<file path="config.mk">
export PLATFORM = sky130hd
export DESIGN_NAME = pwmgen_top
export DESIGN_NICKNAME = d
export VERILOG_FILES = /design/src/rtl/pwmgen_pkg.sv /design/src/rtl/pwmgen_prescaler.sv /design/src/rtl/pwmgen_period.sv /design/src/rtl/pwmgen_shadow.sv /design/src/rtl/pwmgen_edge.sv /design/src/rtl/pwmgen_top.sv
export SDC_FILE = /design/constraint.sdc
export NUM_CORES = 1
export LEC_CHECK = 0
export ABC_AREA = 1
export BUFFER_PORTS_ARGS = -buffer_cell sky130_fd_sc_hd__buf_2
export CELL_PAD_IN_SITES_DETAIL_PLACEMENT = 1
export CELL_PAD_IN_SITES_GLOBAL_PLACEMENT = 2
export CORE_MARGIN = 2
export CORE_UTILIZATION = 33
export CTS_CLUSTER_SIZE = 10
export DETAILED_ROUTE_END_ITERATION = 6
export GPL_TIMING_DRIVEN = 0
export PLACE_DENSITY_LB_ADDON = 0.15
export RECOVER_POWER = 100
export SLEW_MARGIN = 15
export SYNTH_ARGS = -nofsm -noshare
export SYNTH_HDL_FRONTEND = slang
export SYNTH_SLANG_ARGS = --single-unit
</file>
<file path="constraint.sdc">
create_clock -name clk -period 1.8 [get_ports clk]
set_input_delay 0.18 -clock clk [delete_from_list [all_inputs] [get_ports clk]]
set_output_delay 0.18 -clock clk [all_outputs]
set_load 0.01 [all_outputs]
</file>
<file path="src/rtl/pwmgen_pkg.sv">
package pwmgen_pkg;
   localparam int unsigned PWMGEN_CNT_W_DEF = 8;
   localparam int unsigned PWMGEN_HI_W_DEF  = 3;
   localparam int unsigned PWMGEN_LO_W_DEF  = 4;

   // what the edge stage does with the pin in a given cycle
   typedef enum logic [1:0] {
      LV_HOLD  = 2'd0,
      LV_SET   = 2'd1,
      LV_CLR   = 2'd2,
      LV_FORCE = 2'd3
   } pwmgen_act_e;
endpackage

</file>
<file path="src/rtl/pwmgen_prescaler.sv">
module pwmgen_prescaler #(
   parameter int unsigned HI_W         = 3,
   parameter int unsigned LO_W         = 4,
   parameter bit          HAS_HI_STAGE = 1'b1
) (
   input  logic            clk,
   input  logic            rst_n,
   input  logic            run,
   input  logic [HI_W-1:0] hi_code,
   input  logic [LO_W-1:0] lo_code,
   output logic            tick
);
   localparam int unsigned POW_W = (1 << HI_W) - 1;
   localparam int unsigned LD_W  = LO_W + 1;

   logic            pow_tick;
   logic [LD_W-1:0] lo_div;
   logic [LD_W-1:0] lo_cnt;

   generate
      if (HAS_HI_STAGE) begin : g_hi
         localparam logic [POW_W-1:0] ONES = {POW_W{1'b1}};
         logic [POW_W-1:0] pow_cnt;
         logic [POW_W-1:0] pow_mask;

         assign pow_mask = ONES >> (POW_W - 32'(hi_code));
         assign pow_tick = ((pow_cnt & pow_mask) == pow_mask);

         always_ff @(posedge clk or negedge rst_n) begin
            if (!rst_n)          pow_cnt <= '0;
            else if (!run)       pow_cnt <= '0;
            else if (tick)       pow_cnt <= '0;
            else                 pow_cnt <= pow_cnt + 1'b1;
         end
      end else begin : g_no_hi
         assign pow_tick = 1'b1;
      end
   endgenerate

   assign lo_div = (lo_code == '0) ? LD_W'(1) : {lo_code, 1'b0};
   assign tick   = run && pow_tick && (lo_cnt == lo_div - 1'b1);

   always_ff @(posedge clk or negedge rst_n) begin
      if (!rst_n)         lo_cnt <= '0;
      else if (!run)      lo_cnt <= '0;
      else if (tick)      lo_cnt <= '0;
      else if (pow_tick)  lo_cnt <= lo_cnt + 1'b1;
   end
endmodule

</file>
<file path="src/rtl/pwmgen_period.sv">
module pwmgen_period #(
   parameter int unsigned CNT_W = 8
) (
   input  logic             clk,
   input  logic             rst_n,
   input  logic             run,
   input  logic             tick,
   input  logic [CNT_W-1:0] unit,
   output logic [CNT_W-1:0] cnt,
   output logic             wrap
);
   logic at_end;

   assign at_end = (cnt == unit);
   assign wrap   = tick && at_end;

   always_ff @(posedge clk or negedge rst_n) begin
      if (!rst_n)       cnt <= '0;
      else if (!run)    cnt <= '0;
      else if (tick)    cnt <= at_end ? '0 : cnt + 1'b1;
   end
endmodule

</file>
<file path="src/rtl/pwmgen_shadow.sv">
module pwmgen_shadow #(
   parameter int unsigned HI_W  = 3,
   parameter int unsigned LO_W  = 4,
   parameter int unsigned CNT_W = 8
) (
   input  logic             clk,
   input  logic             rst_n,
   input  logic             load,
   input  logic [HI_W-1:0]  hi_in,
   input  logic [LO_W-1:0]  lo_in,
   input  logic [CNT_W-1:0] unit_in,
   input  logic [CNT_W-1:0] rise_in,
   input  logic [CNT_W-1:0] fall_in,
   output logic [HI_W-1:0]  hi_q,
   output logic [LO_W-1:0]  lo_q,
   output logic [CNT_W-1:0] unit_q,
   output logic [CNT_W-1:0] rise_q,
   output logic [CNT_W-1:0] fall_q
);
   always_ff @(posedge clk or negedge rst_n) begin
      if (!rst_n) begin
         hi_q   <= '0;
         lo_q   <= '0;
         unit_q <= '0;
         rise_q <= '0;
         fall_q <= '0;
      end else if (load) begin
         hi_q   <= hi_in;
         lo_q   <= lo_in;
         unit_q <= unit_in;
         rise_q <= rise_in;
         fall_q <= fall_in;
      end
   end
endmodule

</file>
<file path="src/rtl/pwmgen_edge.sv">
module pwmgen_edge
   import pwmgen_pkg::*;
#(
   parameter int unsigned CNT_W = 8
) (
   input  logic             clk,
   input  logic             rst_n,
   input  logic             run,
   input  logic [CNT_W-1:0] cnt,
   input  logic [CNT_W-1:0] rise,
   input  logic [CNT_W-1:0] fall,
   output logic             pin
);
   pwmgen_act_e act;
   logic        lvl_nxt;

   always_comb begin
      if (rise == '0 && fall == '0) act = LV_FORCE;
      else if (cnt == fall)         act = LV_CLR;
      else if (cnt == rise)         act = LV_SET;
      else                          act = LV_HOLD;
   end

   always_comb begin
      unique case (act)
         LV_FORCE, LV_SET: lvl_nxt = 1'b1;
         LV_CLR:           lvl_nxt = 1'b0;
         default:          lvl_nxt = pin;
      endcase
   end

   always_ff @(posedge clk or negedge rst_n) begin
      if (!rst_n) pin <= 1'b0;
      else        pin <= run && lvl_nxt;
   end
endmodule

</file>
<file path="src/rtl/pwmgen_top.sv">
module pwmgen_top
   import pwmgen_pkg::*;
#(
   parameter int unsigned HI_W         = PWMGEN_HI_W_DEF,
   parameter int unsigned LO_W         = PWMGEN_LO_W_DEF,
   parameter int unsigned CNT_W        = PWMGEN_CNT_W_DEF,
   parameter bit          HAS_HI_STAGE = 1'b1
) (
   input  logic             clk,
   input  logic             rst_n,
   input  logic             port_en,
   input  logic [HI_W-1:0]  div_hi_code,
   input  logic [LO_W-1:0]  div_lo_code,
   input  logic [CNT_W-1:0] period_unit,
   input  logic [CNT_W-1:0] rise_pt,
   input  logic [CNT_W-1:0] fall_pt,
   output logic             pwm_out
);
   generate
      if (HI_W < 1 || HI_W > 4) begin : g_bad_hi
         $error("pwmgen_top: HI_W must lie in 1..4");
      end
      if (LO_W < 1 || LO_W > 8) begin : g_bad_lo
         $error("pwmgen_top: LO_W must lie in 1..8");
      end
      if (CNT_W < 2 || CNT_W > 16) begin : g_bad_cnt
         $error("pwmgen_top: CNT_W must lie in 2..16");
      end
   endgenerate

   logic             tick;
   logic             wrap;
   logic             cfg_load;
   logic [CNT_W-1:0] cnt_q;
   logic [HI_W-1:0]  hi_s;
   logic [LO_W-1:0]  lo_s;
   logic [CNT_W-1:0] unit_s;
   logic [CNT_W-1:0] rise_s;
   logic [CNT_W-1:0] fall_s;

   assign cfg_load = !port_en || wrap;

   pwmgen_shadow #(.HI_W(HI_W), .LO_W(LO_W), .CNT_W(CNT_W)) u_shadow (
      .clk     (clk),
      .rst_n   (rst_n),
      .load    (cfg_load),
      .hi_in   (div_hi_code),
      .lo_in   (div_lo_code),
      .unit_in (period_unit),
      .rise_in (rise_pt),
      .fall_in (fall_pt),
      .hi_q    (hi_s),
      .lo_q    (lo_s),
      .unit_q  (unit_s),
      .rise_q  (rise_s),
      .fall_q  (fall_s)
   );

   pwmgen_prescaler #(.HI_W(HI_W), .LO_W(LO_W), .HAS_HI_STAGE(HAS_HI_STAGE)) u_pre (
      .clk     (clk),
      .rst_n   (rst_n),
      .run     (port_en),
      .hi_code (hi_s),
      .lo_code (lo_s),
      .tick    (tick)
   );

   pwmgen_period #(.CNT_W(CNT_W)) u_period (
      .clk   (clk),
      .rst_n (rst_n),
      .run   (port_en),
      .tick  (tick),
      .unit  (unit_s),
      .cnt   (cnt_q),
      .wrap  (wrap)
   );

   pwmgen_edge #(.CNT_W(CNT_W)) u_edge (
      .clk   (clk),
      .rst_n (rst_n),
      .run   (port_en),
      .cnt   (cnt_q),
      .rise  (rise_s),
      .fall  (fall_s),
      .pin   (pwm_out)
   );
endmodule

</file>
==> impl_summary.txt <==
----------------------------------------------------
[Critical path]
  Startpoint of the most critical register-to-register path ... u_shadow.lo_q[0]
  Startpoint of the worst setup timing path ... u_shadow.lo_q[0]
  Critical Path Source Type ... flip-flop
  Reg2reg end ... u_shadow.hi_q[2]
  Data required time of the critical path ... 2060 ps
  Sort of element at the end of the critical path ... flip-flop
  Largest fanout on the critical path ... 10
  Worst setup path class ... flip-flop to flip-flop
  Capturing instance or port of the critical path ... u_shadow.hi_q[2]
  Worst reg2reg setup slack ... 20 ps
  Depth of the most critical reg-to-reg path ... 11
  Arrival time reported for the critical path endpoint ... 2040 ps

[Clocking]
  Worst skew pair latency ... 310 ps
  Number of CTS-inserted buffers ... 5
  Clock sink count ... 52
  Clock tree from TritonCTS ... built
  Register clock-pin slew on the reported worst setup and hold paths ... 100 ps
  Largest buffer count on any clock path ... 2
  Clk root buf ... clkbuf_8
  H-tree depth ... 2

[Die]
  Chip Width ... 97.9 um
  Boundary Pins ... 35
  Die height ... 97.9 um
  Core outline area ... 0.00864 sq mm
  Num rows ... 34
  Floorplan die area ... 0.00959 sq mm
  Starting Density ... 33.7%

[Route]
  Number of DRC violations after detailed routing ... 0
  Final antenna-violating net count ... 0
  Number of DRC markers after the initial detailed-route iteration ... 55
  Number of vias per cell after detailed routing ... 4.75
  Wire length reported by the detailed router ... 7690 um
  1st-pass router iterations ... 4
  Routed length per placed instance ... 14.2 um
  Vias after detailed routing ... 2,567

[STA]
  Worst max-slew margin expressed relative to the limit ... 10.1%
  Maximum clock skew at final layout ... 7.48 ps
  Setup violations, final ... 0
  Worst hold margin ... 53.4 ps
  Maximum frequency from static timing analysis ... 0.562 GHz
  Minimum clock period ... 1780 ps
  Hold violation count in the final report ... 0
  Final-report max-slew violation count ... 0
  Setup repair after global routing missed its margin ... true
  Actual transition at the worst max-transition pin ... 1350 ps
  Share of the cycle needed by the critical path after routing ... 98.9%

[Pwr]
  Internal power ... 1.87 mW
  Switching Fraction ... 30.0%
  Switching power total ... 798 uW
  Power density cells ... 775 mW/mm^2
  Gate power share ... 17.3%
  Worst IR drop on VDD ... 0.434 mV
  Share of total power in sequential cells ... 51.4%
  Pleak ... 1.74 nW
  Clock network power share ... 31.3%

[Outcome]
  Run status ... complete, no violations

[Logic synthesis]
  Number of distinct library cells after synthesis ... 28
  Post-synthesis net count ... 422
  Synth warnings ... 0
  Post-synthesis cell area ... 0.00291 sq mm
  Number of flip-flops and latches in the synthesized netlist ... 52
  Part of the Yosys area used for sequential elements ... 44.7%
  Number of cells produced by synthesis ... 385
  Avg Inst Size Synth ... 7.56 sq um

[Place]
  Input/output buffers ... 34
  Detailed placement HPWL ... 5590 um
  Last weighted congestion value of the routability-driven placer ... 0.733

[Global routing]
  Via count of the first global-routing pass ... 2,713
  Antenna violations before repair ... 0
  Global Route Usage Sum ... 17.2%
  Total global routing overflow ... 0
  Largest net degree at the start of global routing ... 53
  First-pass GRT wire length ... 13,400 um

[Layout]
  Area used by multi-input combinational logic ... 0.00144 sq mm
  Leading cell type in the layout, fill and taps excluded ... nand2_1
  Area Overhead vs Synth ... 18.0%
  Count of inserted antenna diode cells ... 0
  Final layout net count ... 468
  Share of cells above drive strength 1 ... 17.4%
  Final Core Density ... 39.8%
  Fillers ... 1,118
  Commonest non-fill, non-tap cells in the layout ... 135 x nand2_1, 57 x nand3_1, 50 x dfrtp_1
  Sequential cell area ... 0.00130 sq mm

[Min path]
  Hold WC Path Type ... primary input to flip-flop

[Run]
  Max-Cap Viols ... 0

----------------------------------------------------
[area by class of cell]
type | count | share of cell area, %
clock buffer | 5 | 2.00
buffer | 17 | 3.46
inverter | 30 | 3.28
multi-input combinational | 286 | 42.0
tap | 108 | 3.93
timing repair buffer | 39 | 6.19
clock inverter | 3 | 1.24
sequential | 52 | 37.9
[worst max-delay path: stages, from the launching register on]
cell and delay [ps]:
dfrtp_2 470, nor2_4 170, buf_6 120, a21oi_1 50, nor2_1 110, nand2_1 100, nor2_4 170, nand3_4 130
nand2_4 120, buf_6 160, nand2_1 70, nand2_1 60
[power groups by stage]
stage	logic, mW	clock network, mW	registers, mW
after global placement	0.425	0	1.39
after detailed placement	0.437	0	1.39
after CTS	0.449	0.858	1.37
after global routing	0.542	0.899	1.39
final	0.461	0.833	1.37
after floorplan	0.302	0	1.36
[routing by layer]
metal / vias up / global-route usage (%) / wire length, um
met3: 7 / 2.58 / 162
met4: 0 / 3.53 / 69
li1: 1308 / - / -
met5: - / 0 / 0
met1: 1232 / 23.6 / 3810
met2: 20 / 28.9 / 3650
[cells by family after synthesis]
logic type               after synthesis  share of synthesized area [%]
AO/OA/AOI/OAI                         14                           2.62
adder cells (fa/ha/maj)                3                           1.29
XOR/XNOR                              23                           6.92
AND/OR/NAND/NOR                      246                           37.3
buffers and inverters                 47                           7.22
flip-flops                            52                           44.7
[worst min path at each step]
stage / startpoint / end / slack, ps / cells past startpoint
final: rise_pt[1] / u_shadow.rise_q[1] / 50 / 3
after CTS: period_unit[3] / u_shadow.unit_q[3] / 50 / 3
after floorplan: rst_n / u_edge.pin / -120 / 0
after global placement: period_unit[5] / u_shadow.unit_q[5] / 370 / 3
after detailed placement: rst_n / u_pre.g_hi.pow_cnt[5] / 280 / 1
after global routing: div_lo_code[0] / u_shadow.lo_q[0] / 60 / 3
[metrics by stage]
step | TNS, ps | worst slack [ps] | power [mW] | cells | cell area [sq um]
finish | 0 | 19.2 | 2.66 | 540 | 3440
global route | -4080 | -112 | 2.83 | 540 | 3440
CTS | 0 | 2.91 | 2.68 | 537 | 3380
detailed placement | -599 | -43.4 | 1.83 | 527 | 3220
global placement | -217 | -22.5 | 1.81 | 527 | 3220
floorplan | 0 | 249 | 1.66 | 385 | 2910
[sequential cells by signal, summed over array words and instances (netlist names)]
name / flops
u_edge.pin: 1
u_shadow.fall_q: 8
u_pre.g_hi.pow_cnt: 7
u_shadow.hi_q: 3
u_shadow.unit_q: 8
u_shadow.lo_q: 4
u_shadow.rise_q: 8
u_pre.lo_cnt: 5
u_period.cnt: 8
[synth_stat cells]
| master | number | area share [%] |
|---|---|---|
| nand4_1 | 6 | 1.3 |
| o21bai_1 | 1 | 0.26 |
| or2_0 | 2 | 0.43 |
| a21oi_1 | 7 | 1.2 |
| buf_6 | 3 | 1.2 |
| nor2_1 | 22 | 2.8 |
| nand4_2 | 1 | 0.43 |
| dfrtp_1 | 52 | 45 |
| xnor2_1 | 13 | 3.9 |
| clkbuf_1 | 3 | 0.39 |
| o22ai_1 | 1 | 0.22 |
| inv_1 | 30 | 3.9 |
| buf_1 | 4 | 0.52 |
| buf_2 | 6 | 1.0 |
| nand2_2 | 1 | 0.22 |
| nor4_1 | 4 | 0.86 |
| or2_2 | 7 | 1.5 |
| nor3_1 | 4 | 0.69 |
| nand3_2 | 1 | 0.34 |
| nand3_1 | 57 | 9.8 |
| ha_1 | 3 | 1.3 |
| nor2_4 | 2 | 0.77 |
| o21ai_0 | 4 | 0.69 |
| xor2_1 | 10 | 3.0 |
| buf_4 | 1 | 0.26 |
| nand2_1 | 137 | 18 |
| o21a_1 | 1 | 0.26 |
| nor2_2 | 2 | 0.43 |
[timing repair]
action	4_1_cts	5_1_grt
hold buffers	1	0
cloned	0	1
buffers inserted	1	2
gates resized for setup	8	15
endpoints found under the setup margin	44	49
pin swaps	1	3
endpoints found under the hold margin	52	0
No activity file was read; power rests on OpenSTA's default activity.
